$ cat config.mk
export PLATFORM = sky130hd
export DESIGN_NAME = logatt_decoder
export DESIGN_NICKNAME = d
export VERILOG_FILES = /design/src/rtl/logatt_pkg.sv /design/src/rtl/logatt_sync.sv /design/src/rtl/logatt_write_ctrl.sv /design/src/rtl/logatt_gain_decode.sv /design/src/rtl/logatt_decoder.sv
export SDC_FILE = /design/constraint.sdc
export NUM_CORES = 1
export LEC_CHECK = 0
export BUFFER_PORTS_ARGS = -buffer_cell sky130_fd_sc_hd__buf_2
export CAP_MARGIN = 0
export CORE_ASPECT_RATIO = 0.5
export CORE_MARGIN = 1
export CORE_UTILIZATION = 45
export CTS_CLUSTER_SIZE = 40
export DETAILED_ROUTE_END_ITERATION = 10
export PLACE_DENSITY_LB_ADDON = 0.15
export SLEW_MARGIN = 20
export SYNTH_ARGS = -nofsm -noshare
export SYNTH_HDL_FRONTEND = slang
export SYNTH_SLANG_ARGS = --single-unit
$ cat constraint.sdc
create_clock -name clk -period 8.7 [get_ports clk]
set_clock_uncertainty 0.1 [all_clocks]
set_input_delay 0 -clock clk [delete_from_list [all_inputs] [get_ports clk]]
set_output_delay 0 -clock clk [all_outputs]
set_load 0.1 [all_outputs]
$ cat src/rtl/logatt_pkg.sv
package logatt_pkg;

    localparam int CODE_W     = 8;
    localparam int NIB_W      = 4;
    localparam int GAIN_W     = 17;
    localparam int FINE_N     = 1 << NIB_W;
    localparam int COARSE_N   = FINE_N - 1;
    localparam int CALC_FRAC  = 40;
    localparam int COEF_FRAC  = 32;
    localparam int COEF_W     = COEF_FRAC + 1;
    localparam int CALC_W     = 96;

    localparam logic [GAIN_W-1:0] GAIN_FULL = '1;

    // 10^(-0.375/20) and 10^(-6/20) scaled by 2^40
    localparam logic [CALC_W-1:0] STEP_FINE_Q40   = 96'd1053052022395;
    localparam logic [CALC_W-1:0] STEP_COARSE_Q40 = 96'd551061191066;

    typedef enum logic {
        LOAD_EDGE  = 1'b0,
        LOAD_LEVEL = 1'b1
    } load_mode_e;

    typedef struct packed {
        logic              cs_n;
        logic              wr_n;
        logic [CODE_W-1:0] data;
    } bus_sample_t;

    typedef struct packed {
        logic [NIB_W-1:0] row;
        logic [NIB_W-1:0] col;
    } code_t;

    localparam bus_sample_t BUS_IDLE = '{cs_n: 1'b1, wr_n: 1'b1, data: '0};

    // step^n in Q40, evaluated with fixed-point arithmetic at elaboration
    function automatic logic [CALC_W-1:0] pow_q40(input logic [CALC_W-1:0] step,
                                                  input int n);
        logic [CALC_W-1:0] q;
        q = 96'd1 << CALC_FRAC;
        for (int i = 0; i < FINE_N; i++) begin
            if (i < n) begin
                q = (q * step + (96'd1 << (CALC_FRAC - 1))) >> CALC_FRAC;
            end
        end
        return q;
    endfunction

    function automatic logic [GAIN_W-1:0] fine_entry(input int n);
        logic [CALC_W-1:0] v;
        v = (pow_q40(STEP_FINE_Q40, n) * CALC_W'(GAIN_FULL)
             + (96'd1 << (CALC_FRAC - 1))) >> CALC_FRAC;
        return v[GAIN_W-1:0];
    endfunction

    function automatic logic [COEF_W-1:0] coarse_entry(input int n);
        logic [CALC_W-1:0] v;
        v = (pow_q40(STEP_COARSE_Q40, n)
             + (96'd1 << (CALC_FRAC - COEF_FRAC - 1))) >> (CALC_FRAC - COEF_FRAC);
        return v[COEF_W-1:0];
    endfunction

endpackage

$ cat src/rtl/logatt_sync.sv
module logatt_sync #(
    parameter int               W       = 1,
    parameter int               STAGES  = 2,
    parameter logic [W-1:0]     RST_VAL = '0
) (
    input  logic         clk,
    input  logic         rst,
    input  logic [W-1:0] d,
    output logic [W-1:0] q
);

    logic [W-1:0] pipe [STAGES];

    for (genvar s = 0; s < STAGES; s++) begin : g_stage
        if (s == 0) begin : g_first
            always_ff @(posedge clk) begin
                if (rst) pipe[s] <= RST_VAL;
                else     pipe[s] <= d;
            end
        end else begin : g_next
            always_ff @(posedge clk) begin
                if (rst) pipe[s] <= RST_VAL;
                else     pipe[s] <= pipe[s-1];
            end
        end
    end

    assign q = pipe[STAGES-1];

endmodule

$ cat src/rtl/logatt_write_ctrl.sv
module logatt_write_ctrl
    import logatt_pkg::*;
#(
    parameter load_mode_e LOAD_MODE      = LOAD_EDGE,
    parameter int         REFRESH_CYCLES = 12
) (
    input  logic              clk,
    input  logic              rst,
    input  bus_sample_t       synced,
    output logic [CODE_W-1:0] code,
    output logic              busy
);

    localparam int CNT_W = (REFRESH_CYCLES < 1) ? 1 : $clog2(REFRESH_CYCLES + 1);

    logic [CODE_W-1:0] code_q;

    if (LOAD_MODE == LOAD_EDGE) begin : g_edge
        bus_sample_t      prev_q;
        logic [CNT_W-1:0] cnt_q;
        logic             busy_q;
        logic             wr_rise;
        logic             take;

        assign busy_q  = (cnt_q != '0);
        assign wr_rise = synced.wr_n & ~prev_q.wr_n;
        assign take    = wr_rise & ~prev_q.cs_n & ~busy_q;

        always_ff @(posedge clk) begin
            if (rst) begin
                prev_q <= BUS_IDLE;
                code_q <= '0;
                cnt_q  <= '0;
            end else begin
                prev_q <= synced;
                if (take) begin
                    code_q <= prev_q.data;
                    cnt_q  <= CNT_W'(REFRESH_CYCLES);
                end else if (busy_q) begin
                    cnt_q  <= cnt_q - 1'b1;
                end
            end
        end

        assign busy = busy_q;

        if (REFRESH_CYCLES > 0) begin : g_chk_busy
            assert_busy_after_load_R7: assert property (@(posedge clk) disable iff (rst)
                take |=> busy_q)
                else $error("busy not raised after a load");
        end

        assert_ignore_while_busy_R7: assert property (@(posedge clk) disable iff (rst)
            (busy_q && synced.wr_n && !prev_q.wr_n) |=> (code_q == $past(code_q)))
            else $error("write accepted during refresh holdoff");

    end else begin : g_level
        always_ff @(posedge clk) begin
            if (rst) begin
                code_q <= '0;
            end else if (!synced.cs_n && !synced.wr_n) begin
                code_q <= synced.data;
            end
        end

        assign busy = 1'b0;

        assert_level_hold_R8: assert property (@(posedge clk) disable iff (rst)
            synced.wr_n |=> (code_q == $past(code_q)))
            else $error("transparent latch moved with strobe high");
    end

    assign code = code_q;

endmodule

$ cat src/rtl/logatt_gain_decode.sv
module logatt_gain_decode
    import logatt_pkg::*;
(
    input  logic              clk,
    input  logic              rst,
    input  logic [CODE_W-1:0] code,
    output logic [GAIN_W-1:0] gain
);

    localparam int PROD_W = GAIN_W + COEF_W;
    localparam logic [PROD_W-1:0] ROUND_HALF = PROD_W'(1) << (COEF_FRAC - 1);

    logic [GAIN_W-1:0] fine_rom   [FINE_N];
    logic [COEF_W-1:0] coarse_rom [FINE_N];

    for (genvar f = 0; f < FINE_N; f++) begin : g_fine
        assign fine_rom[f] = fine_entry(f);
    end

    // The row past the last coarse step carries a zero factor: the mute row
    for (genvar r = 0; r < FINE_N; r++) begin : g_coarse
        if (r < COARSE_N) begin : g_step
            assign coarse_rom[r] = coarse_entry(r);
        end else begin : g_mute
            assign coarse_rom[r] = '0;
        end
    end

    code_t             split;
    logic [PROD_W-1:0] prod;
    logic [PROD_W-1:0] rounded;
    logic [GAIN_W-1:0] gain_q;

    assign split   = code;
    assign prod    = PROD_W'(fine_rom[split.col]) * PROD_W'(coarse_rom[split.row]);
    assign rounded = (prod + ROUND_HALF) >> COEF_FRAC;

    always_ff @(posedge clk) begin
        if (rst) gain_q <= GAIN_FULL;
        else     gain_q <= rounded[GAIN_W-1:0];
    end

    assign gain = gain_q;

    assert_unity_at_zero_R1: assert property (@(posedge clk) disable iff (rst)
        (code == '0) |=> (gain_q == GAIN_FULL))
        else $error("code zero did not give full scale");

    assert_mute_top_row_R3: assert property (@(posedge clk) disable iff (rst)
        (code[CODE_W-1 -: NIB_W] == '1) |=> (gain_q == '0))
        else $error("mute code gave nonzero gain");

    assert_non_increasing_R4: assert property (@(posedge clk) disable iff (rst)
        (code > $past(code)) |=> (gain_q <= $past(gain_q)))
        else $error("gain rose with a larger code");

endmodule

$ cat src/rtl/logatt_decoder.sv
module logatt_decoder
    import logatt_pkg::*;
#(
    parameter load_mode_e LOAD_MODE      = LOAD_EDGE,
    parameter int         REFRESH_CYCLES = 12,
    parameter int         SYNC_STAGES    = 2
) (
    input  logic               clk,
    input  logic               rst,
    input  logic [CODE_W-1:0]  bus_data,
    input  logic               cs_n,
    input  logic               wr_n,
    output logic [GAIN_W-1:0]  gain_word,
    output logic               busy
);

    localparam int SAMPLE_W = $bits(bus_sample_t);

    bus_sample_t       raw;
    bus_sample_t       synced;
    logic [CODE_W-1:0] code;

    assign raw = '{cs_n: cs_n, wr_n: wr_n, data: bus_data};

    logatt_sync #(
        .W       (SAMPLE_W),
        .STAGES  (SYNC_STAGES),
        .RST_VAL (BUS_IDLE)
    ) u_sync (
        .clk (clk),
        .rst (rst),
        .d   (raw),
        .q   (synced)
    );

    logatt_write_ctrl #(
        .LOAD_MODE      (LOAD_MODE),
        .REFRESH_CYCLES (REFRESH_CYCLES)
    ) u_ctrl (
        .clk    (clk),
        .rst    (rst),
        .synced (synced),
        .code   (code),
        .busy   (busy)
    );

    logatt_gain_decode u_decode (
        .clk  (clk),
        .rst  (rst),
        .code (code),
        .gain (gain_word)
    );

endmodule

==> flow_metrics.py, run 1 <==
metrics = {
    "run_status": {
        "status": "finished, final reports clean",
    },
    "global_route": {
        "overflow": 0,
        "antenna_found_initial": 0,
        "grt_pass1_wl_mm": 90.2,
        "grt_use_total_pct": 27.5,
        "grt_max_degree": 53,
        "grt_pass1_vias": 15600,
    },
    "finish": {
        "antennaDiodeCount": 0,
        "drive_gt1_share_pct": 6.62,
        "finalNetCount": 2910,
        "fillers": 4126,
        "synthToLayoutAreaGrowth_pct": 7.91,
        "final_core_util_pct": 49.5,
    },
    "pwr": {
        "vdd_drop_max_v": 0.0000938,
        "comb_power_share_pct": 16.9,
        "power_switching_uw": 257,
        "p_leak_nw": 11.3,
        "swShare_pct": 31.8,
        "powerDensity_nw_per_um2": 38.8,
        "power.total_uw": 809,
        "seq_power_share_pct": 36.2,
        "p_clk_share_pct": 46.9,
        "intPower_uw": 551,
    },
    "die": {
        "die_x_um": 295,
        "dieArea_um2": 43800,
        "die_h_um": 148,
        "initial_utilization_pct": 45.8,
        "io_pins": 30,
        "core_area_um2": 42100,
        "fp-row-count": 53,
    },
    "drt": {
        "wl_mm": 55.5,
        "wl_met3_mm": 4.68,
        "drc": 0,
        "route.met2.wl_mm": 24.6,
        "routed.top_layer": "met4",
        "vias_per_cell": 5.18,
        "wl_met1_mm": 24.7,
        "post_drt_wl_per_cell_um": 19.4,
        "initialDrtViolationCount": 1290,
        "drtPass1Iterations": 5,
        "vias": 14800,
        "antenna_left": 0,
    },
    "logic_synthesis": {
        "yosysUniqueCellTypes": 66,
        "yosysSeqAreaShare_pct": 6.12,
        "synth_edf_count": 0,
        "synth_fp_nets": 2872,
        "synth_seq_cells": 59,
        "synthCells": 2237,
        "avgSynthCellArea_um2": 8.63,
        "synth_flop_cell": "dfxtp_1",
        "yosys_warnings": 0,
        "ys_async_sr_fraction_pct": 0,
        "synthesis.area_um2": 19300,
    },
    "clock_network": {
        "cts_tree": "done",
        "htreeDepth": 3,
        "clk_pin_slew_ns": 0.08,
        "cts.path.max_buffers": 2,
        "root_buffer": "clkbuf_16",
        "cts_sinks": 59,
        "insertion_delay_ns": 0.36,
        "cts_inserted_buffers": 9,
    },
    "worst_setup_path": {
        "slowest_stage": "dfxtp_1",
        "regToRegStartpoint": "u_ctrl.code[7]",
        "critPathLaunchType": "flop",
        "cp_max_fo": 18,
        "startpoint": "u_ctrl.code[7]",
        "path_common_cell": "fa_1",
        "required_ns": 8.88,
        "crit_type": "flop to flop",
        "endpoint_kind": "flop",
        "cp.arrival_ns": 8.39,
        "reg2regPathDepth": 26,
        "critPathMaxStageDelay_ns": 0.62,
    },
    "min_path": {
        "whs_path_depth": 2,
        "hold_path.class": "primary input to flop",
        "hp-start": "rst",
    },
    "timing": {
        "setup_viol": 0,
        "hold_viol_final": 0,
        "tightest_slew_ns": 0.885,
        "fin_crit_ns": 8.21,
        "period_share_pct": 94.4,
        "slew_viol_final": 0,
        "tns_ns": 0,
        "grt_setup_unrepaired": "false",
        "clock.fmax_ghz": 0.122,
        "slew-limit-headroom_pct": 41.0,
    },
    "placed_design": {
        "routabilityCongestion": 0.926,
        "port_buffers": 29,
        "hpwl_mm": 46.3,
    },
    "flow_run": {
        "cap_violations": 0,
    },
}
==> what timing repair did <==
item                                    in CTS  in global routing
setup buffers                                0                  0
endpoints found under the hold margin       10                  0
hold buffers                                10                  0
gates resized for setup                      0                  2
endpoints found under the setup margin       0                  8
==> critical path, delay by kind of cell, from the launching register on <==
kind            cells  cell delay (ns)
compound gates      9             2.31
fa+ha+maj           7             3.18
buf+inv             6             1.21
flops               1             0.62
mux                 1             0.17
simple gates        3             0.54
==> Yosys cell counts (all sizes together) (9+ instances only) <==
library cell  instances  area share [%]
nand2               304             5.9
clkinv               20            0.39
ha                  161              10
dfxtp                59             6.1
o21ai                34            0.88
nand2b                9            0.29
mux2i                15            0.78
xor2                  9            0.41
inv                 520              10
nor2                309             6.1
and2                 13            0.43
nand3                15            0.39
nor2b                34             1.1
a21o                 31             1.2
buf                  12            0.30
xnor2                10            0.45
clkbuf               72             1.4
a21oi                53             1.4
fa                  462              48
nor3                 10            0.26
==> power by group through the flow <==
stage / combinational, mW / sequential [mW] / clock, mW
2_1_floorplan: 0.0987 / 0.308 / 0
3_3_place_gp: 0.132 / 0.299 / 0
3_5_place_dp: 0.133 / 0.299 / 0
4_1_cts: 0.138 / 0.293 / 0.392
5_1_grt: 0.152 / 0.295 / 0.400
6_report: 0.137 / 0.293 / 0.379
==> per-layer routing <==
metal	global-route usage, %	up-vias
met3	4.23	71
met1	39.5	7459
met2	43.3	602
met4	7.40	0
li1	-	6658
met5	0	-
==> per-stage QoR <==
step | instance area (um^2) | hold WS, ns | setup slack (ns) | std cells
finish | 20800 | 0.154 | 0.489 | 2857
global route | 20800 | 0.216 | 0.00756 | 2857
CTS | 20800 | 0.146 | 0.340 | 2857
detailed placement | 20400 | 0.0870 | 0.321 | 2831
global placement | 20400 | 0.0815 | 0.529 | 2831
floorplan | 19300 | 0.00381 | 1.17 | 2237
==> final timing paths <==
kind	end	slack [ns]
max	u_decode.gain[15]	0.49
min	u_ctrl.code[3]	0.15
max reg2reg	u_decode.gain[15]	0.49
min reg2reg	u_ctrl.g_edge.prev_q[3]	0.31
==> cells by family (layout without fill, tap and decap cells) <==
family                     count (synthesis)  after routing  synth area share, %
AOI/OAI and AO/OA                        172            172                 6.07
buffers and inverters                    624            667                 12.2
muxes                                     19             19                 1.01
and+or+nand+nor                          721            721                 15.4
xor gates and xnor gates                  19             19                0.862
adders and majority gates                623            623                 58.4
DFF                                       59             59                 6.12
==> state kept, by name, indices dropped and copies added, names as in the netlist <==
signal                flops
u_sync.pipe              20
u_decode.gain            17
u_ctrl.g_edge.prev_q     10
u_ctrl.code               8
u_ctrl.g_edge.cnt_q       4
==> layout make-up <==
type	instances	area, um^2	area share, %
clock buffers	9	225	1.08
repair buffers	111	786	3.77
clock inverters	7	76.3	0.366
well taps	577	722	3.47
inverters	540	2030	9.76
multi-input cells	1554	15800	75.9
flip-flops and latches	59	1180	5.67
==> layout by cell type, fill, tap and decap left out, types with 7 or more instances in the layout <==
cell type	Yosys	routed
xor2_1	9	9
dlygate4sd3_1	0	10
buf_2	1	29
o21a_1	7	7
o21ai_0	31	30
nor3_1	10	10
dfxtp_1	59	59
xnor2_1	10	10
and2_1	11	11
or2_2	8	8
clkbuf_16	0	9
clkinv_1	20	19
nand2_1	304	304
fa_1	462	462
inv_1	518	518
a21o_1	31	31
nor2_1	307	307
ha_1	161	161
nand2b_1	9	9
mux2i_1	15	15
a21oi_1	53	52
nor2b_1	34	34
buf_4	1	72
nand3_1	15	15
Note: power is estimated with default switching activity, not from simulation.
==> run 2, diff against run 1 <==
--- a/config.mk
+++ b/config.mk
@@ -9,3 +9,2 @@
 export CAP_MARGIN = 0
-export CORE_ASPECT_RATIO = 0.5
 export CORE_MARGIN = 1
==> constraint.sdc (replaced) <==
create_clock -name clk -period 8.7 [get_ports clk]
set_clock_uncertainty 0.1 [all_clocks]
set_input_delay 0.435 -clock clk [delete_from_list [all_inputs] [get_ports clk]]
set_output_delay 0.435 -clock clk [all_outputs]
set_load 0.05 [all_outputs]
==> run 2 against run 1 <==
Effect of this change: utilization decreased by 0.46 points; sequential power about the same; critical endpoint unchanged; die area fell by 0.11%; non-clock buffer count fell by 12; combinational power fell by 20%; highest routed layer unchanged; design area fell by 0.87%.
==> flow_metrics.py, run 2 (same netlist as run 1, synthesis figures left out) <==
metrics = {
    "worst_setup_path": {
        "slowest_stage": "dfxtp_1",
        "crit_type": "flop to flop",
        "cp_max_fo": 16,
        "critPathMaxStageDelay_ns": 0.56,
        "critPathLaunchType": "flop",
        "required_ns": 8.87,
        "cp.arrival_ns": 8.37,
        "path_common_cell": "fa_1",
        "endpoint_kind": "flop",
    },
    "min_path": {
        "hold_path.class": "primary input to flop",
    },
    "clock_network": {
        "root_buffer": "clkbuf_16",
        "postCtsSetupBuffers": 0,
        "clk_pin_slew_ns": 0.06,
        "cts_inserted_buffers": 9,
        "cts_tree": "done",
        "htreeDepth": 3,
        "cts.path.max_buffers": 2,
        "insertion_delay_ns": 0.34,
        "cts_sinks": 59,
    },
    "timing": {
        "fin_crit_ns": 8.20,
        "grt_setup_unrepaired": "false",
        "hold_viol_final": 0,
        "tns_ns": 0,
        "setup_viol": 0,
        "slew_viol_final": 0,
        "period_share_pct": 94.2,
        "tightest_slew_ns": 0.967,
        "clock.fmax_ghz": 0.122,
        "slew-limit-headroom_pct": 35.6,
    },
    "drt": {
        "drc": 0,
        "initialDrtViolationCount": 1100,
        "vias_per_cell": 5.28,
        "post_drt_wl_per_cell_um": 19.5,
        "wl_mm": 54.8,
        "antenna_left": 0,
        "vias": 14800,
        "drtPass1Iterations": 7,
    },
    "die": {
        "io_pins": 30,
        "core_area_um2": 42100,
        "die_h_um": 209,
        "fp-row-count": 75,
        "dieArea_um2": 43700,
        "die_x_um": 209,
        "initial_utilization_pct": 45.8,
    },
    "finish": {
        "antennaDiodeCount": 0,
        "final_cells": 2807,
        "finalNetCount": 2898,
        "drive_gt1_share_pct": 6.61,
        "top_register": "u_sync.pipe",
        "final_cell_mix": "inv_1 (518), fa_1 (462), nor2_1 (307)",
        "synthToLayoutAreaGrowth_pct": 6.98,
        "largest_reg_flops": 20,
        "final_common_cell": "inv_1",
        "final_core_util_pct": 49.0,
    },
    "pwr": {
        "p_leak_nw": 11.3,
        "vdd_drop_max_v": 0.000104,
        "power.total_uw": 747,
        "powerDensity_nw_per_um2": 36.2,
    },
    "placed_design": {
        "routabilityCongestion": 0.940,
        "dp.cells": 2791,
        "hpwl_mm": 46.1,
        "port_buffers": 29,
    },
    "global_route": {
        "grt_pass1_wl_mm": 89.1,
        "antenna_found_initial": 1,
        "grt_pass1_vias": 16000,
        "grt_use_total_pct": 26.8,
        "overflow": 0,
        "grt_max_degree": 53,
    },
    "flow_run": {
        "cap_violations": 0,
    },
    "run_status": {
        "status": "finished, final reports clean",
    },
}
run 2: worst paths after layout:
path / start / to / slack (ns) / cells after the start
max: u_ctrl.code[6] / u_decode.gain[15] / 0.50 / 25
min: cs_n / u_sync.pipe[0][9] / 0.17 / 2
max reg2reg: u_ctrl.code[6] / u_decode.gain[15] / 0.50 / 25
min reg2reg: u_sync.pipe[1][9] / u_ctrl.g_edge.prev_q[9] / 0.31 / 1
run 2: stage by stage:
step	instance area [um^2]	hold WS, ns	worst slack (ns)
2_1_floorplan	19300	0.289	1.17
3_3_place_gp	20300	0.291	0.396
3_5_place_dp	20300	0.297	0.258
4_1_cts	20600	0.160	0.218
5_1_grt	20600	0.183	0.00788
6_report	20600	0.173	0.504
run 2: report_power, final:
group | leakage [nW] | internal [mW] | switching, mW
combinational | 10.7 | 0.0400 | 0.0700
clock | 0.131 | 0.197 | 0.146
sequential | 0.483 | 0.285 | 0.00852
run 2: what timing repair did:
action                                  CTS  global route
hold buffers                              0             0
endpoints found under the setup margin    0             9
resized for setup                         0             4
run 2: worst max-delay path: cells and delay by family, from the launching register on:
family | cells | cell delay, ns
fa+ha+maj | 7 | 3.34
buf+inv | 6 | 1.19
compound gates | 8 | 1.98
flops | 1 | 0.56
simple gates | 2 | 0.54
mux | 2 | 0.40
run 2: cell type report:
| cell class | count | area [um^2] |
|---|---|---|
| Inverter | 540 | 2030 |
| Sequential cell | 59 | 1180 |
| Fill cell | 4162 | 21500 |
| Timing Repair Buffer | 99 | 671 |
| Multi-Input combinational cell | 1554 | 15800 |
| Clock inverter | 7 | 60.1 |
| Tap cell | 539 | 674 |
| Clock buffer | 9 | 225 |
run 2: metal layers:
metal | GRT usage, % | vias to the layer above | routed length [um]
li1 | - | 6633 | -
met1 | 35.8 | 7504 | 23100
met2 | 44.3 | 570 | 25800
met3 | 3.79 | 125 | 3750
met4 | 10.2 | 0 | 2170
met5 | 0 | - | 0
